**config.mk**
```make
export PLATFORM = sky130hd
export DESIGN_NAME = dtmf_status_ctrl
export DESIGN_NICKNAME = d
export VERILOG_FILES = /design/src/rtl/dtmf_pkg.sv /design/src/rtl/dtmf_key_encoder.sv /design/src/rtl/dtmf_tone_edge.sv /design/src/rtl/dtmf_host_regs.sv /design/src/rtl/dtmf_status_ctrl.sv
export SDC_FILE = /design/constraint.sdc
export NUM_CORES = 1
export LEC_CHECK = 0
export BUFFER_PORTS_ARGS = -buffer_cell sky130_fd_sc_hd__buf_2
export CORE_UTILIZATION = 45
export CTS_BUF_LIST = sky130_fd_sc_hd__clkbuf_16
export DETAILED_ROUTE_END_ITERATION = 10
export GPL_TIMING_DRIVEN = 0
export HOLD_SLACK_MARGIN = 0.08
export PLACE_DENSITY_LB_ADDON = 0.25
export SYNTH_ARGS = -nofsm -noshare
export SYNTH_HDL_FRONTEND = slang
export SYNTH_SLANG_ARGS = --single-unit
```
**constraint.sdc**
```tcl
create_clock -name clk -period 2 [get_ports clk]
set_input_delay 0.4 -clock clk [delete_from_list [all_inputs] [get_ports clk]]
set_output_delay 0.4 -clock clk [all_outputs]
set_load 0.005 [all_outputs]
```
**src/rtl/dtmf_pkg.sv**
```systemverilog
package dtmf_pkg;
  localparam int REG_AW = 2;
  localparam int IDX_W  = 2;
  localparam int CODE_W = 4;

  typedef enum logic [REG_AW-1:0] {
    REG_CTRL   = 2'd0,
    REG_MASK   = 2'd1,
    REG_STATUS = 2'd2,
    REG_KEY    = 2'd3
  } reg_addr_e;

  localparam int NUM_RW = 2;  // control and mask are the writable registers
endpackage

```
**src/rtl/dtmf_key_encoder.sv**
```systemverilog
module dtmf_key_encoder
  import dtmf_pkg::*;
(
  input  logic [IDX_W-1:0]  low_idx_i,
  input  logic [IDX_W-1:0]  high_idx_i,
  output logic [CODE_W-1:0] code_o
);
  localparam logic [IDX_W-1:0] LAST = '1;

  always_comb begin
    if (high_idx_i == LAST) begin
      // right-hand letter column; bottom row of it is D = 0
      code_o = (low_idx_i == LAST) ? '0 : CODE_W'(13) + CODE_W'(low_idx_i);
    end else if (low_idx_i == LAST) begin
      unique case (high_idx_i)
        2'd0:    code_o = CODE_W'(11);
        2'd1:    code_o = CODE_W'(10);
        default: code_o = CODE_W'(12);
      endcase
    end else begin
      code_o = CODE_W'(low_idx_i) * CODE_W'(3) + CODE_W'(high_idx_i) + CODE_W'(1);
    end
  end
endmodule

```
**src/rtl/dtmf_tone_edge.sv**
```systemverilog
module dtmf_tone_edge (
  input  logic clk,
  input  logic rst,
  input  logic en_i,
  input  logic tone_i,
  output logic prev_o,
  output logic rise_o,
  output logic fall_o
);
  logic prev_q;

  // history is forced low while disabled so a re-enable sees a fresh onset
  always_ff @(posedge clk) begin
    if (rst)        prev_q <= 1'b0;
    else if (en_i)  prev_q <= tone_i;
    else            prev_q <= 1'b0;
  end

  assign prev_o = prev_q;
  assign rise_o = tone_i & ~prev_q;
  assign fall_o = ~tone_i & prev_q;
endmodule

```
**src/rtl/dtmf_host_regs.sv**
```systemverilog
module dtmf_host_regs
  import dtmf_pkg::*;
#(
  parameter int DATA_W = 8
) (
  input  logic              clk,
  input  logic              rst,
  input  logic              wr_en_i,
  input  logic [REG_AW-1:0] addr_i,
  input  logic [DATA_W-1:0] wdata_i,
  output logic [DATA_W-1:0] ctrl_o,
  output logic [DATA_W-1:0] mask_o
);
  logic [NUM_RW-1:0][DATA_W-1:0] regs_q;

  for (genvar g = 0; g < NUM_RW; g++) begin : g_rw
    always_ff @(posedge clk) begin
      if (rst)                                         regs_q[g] <= '0;
      else if (wr_en_i && addr_i == REG_AW'(g))        regs_q[g] <= wdata_i;
    end
  end

  assign ctrl_o = regs_q[REG_CTRL];
  assign mask_o = regs_q[REG_MASK];
endmodule

```
**src/rtl/dtmf_status_ctrl.sv**
```systemverilog
module dtmf_status_ctrl
  import dtmf_pkg::*;
#(
  parameter int DATA_W   = 8,
  parameter int EN_BIT   = 5,
  parameter int EVT_BIT  = 5,
  parameter int TONE_BIT = 4
) (
  input  logic              clk,
  input  logic              rst,
  input  logic              tone_valid_i,
  input  logic [IDX_W-1:0]  low_idx_i,
  input  logic [IDX_W-1:0]  high_idx_i,
  input  logic              wr_en_i,
  input  logic              rd_en_i,
  input  logic [REG_AW-1:0] addr_i,
  input  logic [DATA_W-1:0] wdata_i,
  output logic [DATA_W-1:0] rdata_o,
  output logic              irq_o
);
  logic [DATA_W-1:0] ctrl_q, mask_q;
  logic              en_q, mask_on;
  logic              prev_q, rise, fall;
  logic [CODE_W-1:0] code;
  logic              evt_q, pres_q;
  logic [CODE_W-1:0] rx_q;
  logic              evt_n, pres_n, irq_n;
  logic [CODE_W-1:0] rx_n;
  logic              onset, loss, rd_stat;
  logic [DATA_W-1:0] status_v, rd_mux;

  dtmf_host_regs #(.DATA_W(DATA_W)) u_regs (
    .clk(clk), .rst(rst), .wr_en_i(wr_en_i), .addr_i(addr_i),
    .wdata_i(wdata_i), .ctrl_o(ctrl_q), .mask_o(mask_q)
  );

  assign en_q    = ctrl_q[EN_BIT];
  assign mask_on = mask_q[EVT_BIT];

  dtmf_tone_edge u_edge (
    .clk(clk), .rst(rst), .en_i(en_q), .tone_i(tone_valid_i),
    .prev_o(prev_q), .rise_o(rise), .fall_o(fall)
  );

  dtmf_key_encoder u_enc (
    .low_idx_i(low_idx_i), .high_idx_i(high_idx_i), .code_o(code)
  );

  assign onset   = en_q & rise;
  assign loss    = en_q & fall;
  assign rd_stat = rd_en_i && (addr_i == REG_STATUS);

  always_comb begin
    if (!en_q) begin
      evt_n  = 1'b0;
      pres_n = 1'b0;
      rx_n   = '0;
    end else begin
      // a fresh transition outranks a clearing read
      if (onset || loss)  evt_n = 1'b1;
      else if (rd_stat)   evt_n = 1'b0;
      else                evt_n = evt_q;
      if (onset)          pres_n = 1'b1;
      else if (loss)      pres_n = 1'b0;
      else                pres_n = pres_q;
      rx_n = onset ? code : rx_q;
    end
    irq_n = en_q & mask_on & evt_n;
  end

  always_comb begin
    status_v           = '0;
    status_v[EVT_BIT]  = evt_q;
    status_v[TONE_BIT] = pres_q;
    unique case (addr_i)
      REG_CTRL:   rd_mux = ctrl_q;
      REG_MASK:   rd_mux = mask_q;
      REG_STATUS: rd_mux = status_v;
      default:    rd_mux = DATA_W'(rx_q);
    endcase
  end

  always_ff @(posedge clk) begin
    if (rst) begin
      evt_q   <= 1'b0;
      pres_q  <= 1'b0;
      rx_q    <= '0;
      irq_o   <= 1'b0;
      rdata_o <= '0;
    end else begin
      evt_q  <= evt_n;
      pres_q <= pres_n;
      rx_q   <= rx_n;
      irq_o  <= irq_n;
      if (rd_en_i) rdata_o <= rd_mux;
    end
  end
endmodule

```
# Word level (Yosys, flattened, before mapping)
# Index checks and enable logic that the tools add are counted.
dict set report op_classes {
  n_shift 0
  mux 10
  n_lt_le_gt_ge 0
  multipliers 1
  n_reduce_logical 8
  addsub 3
  eq_ne 5
  n_div 0
  n_bitwise 9
}
# cell n
set op_table {}
lappend op_table {{8-bit case mux with 3 select lines} 1}
lappend op_table {{4-bit two-way mux} 3}
lappend op_table {{1-bit AND} 6}
lappend op_table {{2-bit == test, second input constant} 3}
lappend op_table {{3-bit case mux with 2 select lines} 1}
lappend op_table {{1-bit two-way mux} 5}
lappend op_table {{3-bit by 3-bit adder with 4-bit output, first input constant} 1}
lappend op_table {{4-bit by 1-bit adder with 4-bit output, second input constant} 1}
lappend op_table {{4-bit by 2-bit adder with 4-bit output} 1}
lappend op_table {{2-bit by 1-bit == test with 1-bit output, second input constant} 2}
lappend op_table {{2-bit zero test} 2}
lappend op_table {{2-bit by 2-bit multiplier with 4-bit output, second input constant} 1}
lappend op_table {{1-bit logical AND} 3}
lappend op_table {{1-bit NOT} 3}
lappend op_table {{2-bit nonzero test} 1}
lappend op_table {{2-bit OR reduction} 1}
lappend op_table {{1-bit logical OR} 1}
dict set report word_totals {
  latchBits 0
  ramBits 0
  output_inout_bits 9
  mem_count 0
  register_bits 32
  romBits 0
}

# Logic depth before layout (Yosys ltp)
dict set report logic_depth {
  depth_word 7
  mapped_depth 7
  depth_no_buf 6
}

# By module
# A second synthesis with hierarchy kept.
dict set report hier_totals {
  cells_unflattened 169
  area_unflattened_um2 1661.6
}
# module area_each_um2 instances cells_per_inst seq_area_each_um2
set modules_own_cells {}
lappend modules_own_cells {dtmf_status_ctrl 715.7 1 76 300.3}
lappend modules_own_cells {dtmf_host_regs 684.4 1 64 320.3}
lappend modules_own_cells {dtmf_key_encoder 220.2 1 25 0.0}
lappend modules_own_cells {dtmf_tone_edge 41.3 1 4 20.0}

# Least setup slack after synthesis
# Ideal clock, no wire load.
dict set report synth_timing {
  path_type {input -> register}
  from {in low_idx_i[0]}
  to {reg rx_q[1]}
  required_ns 1.881
  setup_ns 0.119
  path_buffers 0
  path_slack_ns 0.124
  arrival_ns 1.757
  stages 5
  cell_sequence {fa_1 fa_1 or2_1 a21oi_1 a21oi_1}
}
dict set report synth_between {
  elab_chain_len 5
}
# element line_no
set synth_lines {}
lappend synth_lines {{start: declaration} dtmf_status_ctrl.sv:12} ;# input logic [IDX_W-1:0] low_idx_i,
lappend synth_lines {{2-bit by 2-bit multiplier with 4-bit output} dtmf_key_encoder.sv:21} ;# code_o = CODE_W'(low_idx_i) * CODE_W'(3) + CODE_W'(high_idx_i) + CODE_W'(1);
lappend synth_lines {{4-bit by 2-bit adder with 4-bit output} dtmf_key_encoder.sv:21}
lappend synth_lines {{4-bit by 1-bit adder with 4-bit output} dtmf_key_encoder.sv:21}
lappend synth_lines {{4-bit two-way mux} dtmf_key_encoder.sv:14} ;# end else if (low_idx_i == LAST) begin
lappend synth_lines {{4-bit two-way mux *} dtmf_key_encoder.sv:11} ;# if (high_idx_i == LAST) begin
lappend synth_lines {{end signal: assignment} dtmf_status_ctrl.sv:93} ;# rx_q <= rx_n;
lappend synth_lines {{end: declaration} dtmf_status_ctrl.sv:26} ;# logic [CODE_W-1:0] rx_q;
# Mark *: on every way between the ends. The rest lies on a longest branch, timed or not.
# A chain may end at the register's enable or synchronous reset.

# Worst setup path after layout
# Same ends and word-level chain as after synthesis.

==> key figures <==
Outcome
  – Outcome: finished clean

Drt
  – Vias per cell: 5.08
  – Final ANT Viol Nets: 0
  – DRC errors left: 0
  – Iteration-0 DRC Markers: 58
  – Drt pass-1 iters: 4
  – DR WL/cell: 13.2 um
  – DR vias: 1,230
  – Final WL: 3200 um

GRT
  – First-pass GRT wire length: 5170 um
  – Vias in the first global route: 1,141
  – GRT overflow: 0
  – GRT Resource Usage Total: 19.5%
  – Initial antenna violation count: 0
  – Largest net degree at the start of global routing: 11

Critical path
  – Kind of critical path: input pin to flop
  – R2R Path End: rx_q[3]
  – Worst path required time: 2170 ps
  – Reg2Reg Depth: 4
  – R2R Setup Slk: 870 ps
  – CP arrival: 2000 ps
  – Crit path launch type: input pin
  – Crit. End Element: flop
  – R2r startpoint: u_edge.prev_o
  – Worst-path fanout max: 4

Timing
  – Slew margin rel.: 64.4%
  – Min Tclk post-route: 1840 ps
  – Worst slew pin tran: 534 ps
  – Clk_skew: 3.35 ps
  – Number of setup violations in the final report: 0
  – Final hold violation count: 0
  – Fmax: 544 MHz
  – Final setup TNS: 0 ps
  – Slew Viols, Final: 0
  – Fin crit share: 91.9%
  – RSZ-0062 raised after global routing: no

Pwr
  – Max VDD drop: 0.457 mV
  – Total power: 1.57 mW
  – P_leak: 0.879 nW
  – Pwr/cell area: 815 nW/um^2

Synth
  – Syn Area/Cell: 9.82 sq um
  – Seq/Total Area, Yosys: 40.0%
  – Synth area leaders: dfxtp_1 40%, mux2i_1 14%, nor2_1 6.1%, o211a_1 3.8%, ha_1 3.1%
  – Main combinational cell family by area after synthesis: simple AND/OR/NAND/NOR gates
  – Synth area leader: dfxtp_1
  – Synth Area in XOR/XNOR: 1.64%
  – Post-Synthesis Cells: 163
  – Seq cells post-synth: 32
  – Ys Warns: 0
  – Mapped cell area: 1600 sq um
  – Post-Synth Adder-Cell Area: 5.63%
  – Top-area cell type share of the netlist area: 40.0%
  – Area fraction in compound gates after synthesis: 10.5%
  – Mux contribution to synthesized area: 15.8%
  – Distinct cells, synth: 36
  – Simple-Gate Fraction of Synth Area: 20.9%
  – Syn nets: 188

Floorplanning
  – Row count: 21
  – Die width: 61.6 um
  – Die H: 61.6 um
  – Core Footprint: 3360 sq um
  – Die area: 3800 sq um
  – I/O pins: 28
  – Initial Util: 47.6%

Hold path
  – Worst hold path class: input pin to flop
  – Hold Path Origin: wdata_i[2]
  – Worst hold endpoint: u_regs.mask_o[2]
  – Hold depth: 3

Clock tree
  – Clock buffer count from CTS: 5
  – Postcts setup bufs: 0
  – TritonCTS clock tree: built
  – Worst skew pair latency: 280 ps
  – CTS max path bufs: 2
  – Post-CTS Hold Fix Bufs: 0
  – CTS Sinks: 32
  – Clock transition at the registers of the reported paths: 50 ps
  – Count of cells resized by post-cts repair: 0
  – Root Buffer: clkbuf_16
  – H-tree levels: 2

Place
  – Dpl cell area: 1780 sq um
  – Count of input and output buffers: 25
  – Placer congestion estimate: 0.866
  – Post-DP HPWL: 2300 um

Cells and area
  – Final Cell Area: 1920 sq um
  – Layout cell share with drive strength beyond 1: 23.5%
  – Most common cell after layout, fill and taps aside: dfxtp_1
  – Ant diodes: 0
  – Most frequent cells in the layout: 32 x dfxtp_1, 27 x buf_2, 26 x nor2_1
  – Synthesis-to-layout area growth: 20.1%
  – Fin nets: 220

Flow run
  – Max-cap violations: 0
## cells by family after synthesis
family          after synthesis
mux                          25
fa+ha+maj                     6
simple gates                 60
buf+inv                      13
flops                        32
xor+xnor                      3
compound gates               24
## per-stage QoR
step	hold slack [ps]	worst slack, ps	cells	util (%)
floorplan	453	124	163	-
global placement	461	-92.3	234	53.0
detailed placement	467	-107	234	53.0
CTS	371	181	242	57.1
global route	387	67.5	242	57.1
finish	375	161	242	57.1
## metal layers
metal | GRT usage [%] | vias to the layer above | share of wire [%]
met5 | 0 | - | 0
met4 | 6.35 | 0 | 0.94
met3 | 8.82 | 2 | 5.2
met2 | 29.5 | 22 | 44
met1 | 24.9 | 580 | 50
li1 | - | 626 | -
## report_power, final
group / leakage (nW) / internal [mW] / switching [mW]
Combinational: 0.548 / 0.0894 / 0.0993
Sequential: 0.260 / 0.658 / 0.00965
Clock: 0.0710 / 0.451 / 0.261
## worst max-delay path: stages
cell	delay (ps)
buf_2	130
fa_1	590
fa_1	430
or2_1	220
a21oi_1	150
a21oi_1	80
## registers in the layout, indices dropped and copies added, names as in the netlist
name	flops
irq_o	1
rx_q	4
u_regs.mask_o	8
rdata_o	8
u_regs.ctrl_o	8
pres_q	1
u_edge.prev_o	1
evt_q	1
## cell type report
| cell class | count | area, sq um |
|---|---|---|
| clock buffer | 5 | 125 |
| buffer | 12 | 85.1 |
| tap | 46 | 57.6 |
| sequential | 32 | 641 |
| clock inverter | 3 | 13.8 |
| timing repair buffer | 25 | 125 |
| inverter | 1 | 3.75 |
| fill | 323 | 1440 |
| multi-input combinational | 118 | 871 |
## synthesized netlist by cell type (all sizes together)
master / number
ha: 4
a21o: 3
mux2: 2
and2: 1
nor2: 26
mux2i: 23
nand3b: 5
xnor2: 1
a21oi: 7
or2b: 1
and3b: 1
a211oi: 1
and3: 1
nor3b: 2
buf: 8
or2: 1
nand3: 5
fa: 2
nand2b: 4
o211a: 6
clkbuf: 4
a311oi: 1
nand2: 2
nor2b: 5
nor3: 6
inv: 1
dfxtp: 32
xor2: 2
a31oi: 1
o21ai: 4
o21a: 1
## worst max-delay path by stage
stage,start,endpoint,depth (start not counted)
2_1_floorplan,low_idx_i[0],rx_q[1],5
3_3_place_gp,low_idx_i[0],rx_q[1],6
3_5_place_dp,low_idx_i[0],rx_q[1],6
4_1_cts,low_idx_i[0],rx_q[1],6
5_1_grt,low_idx_i[0],rx_q[1],6
6_report,low_idx_i[0],rx_q[1],6
(Power assumes the default switching activity.)
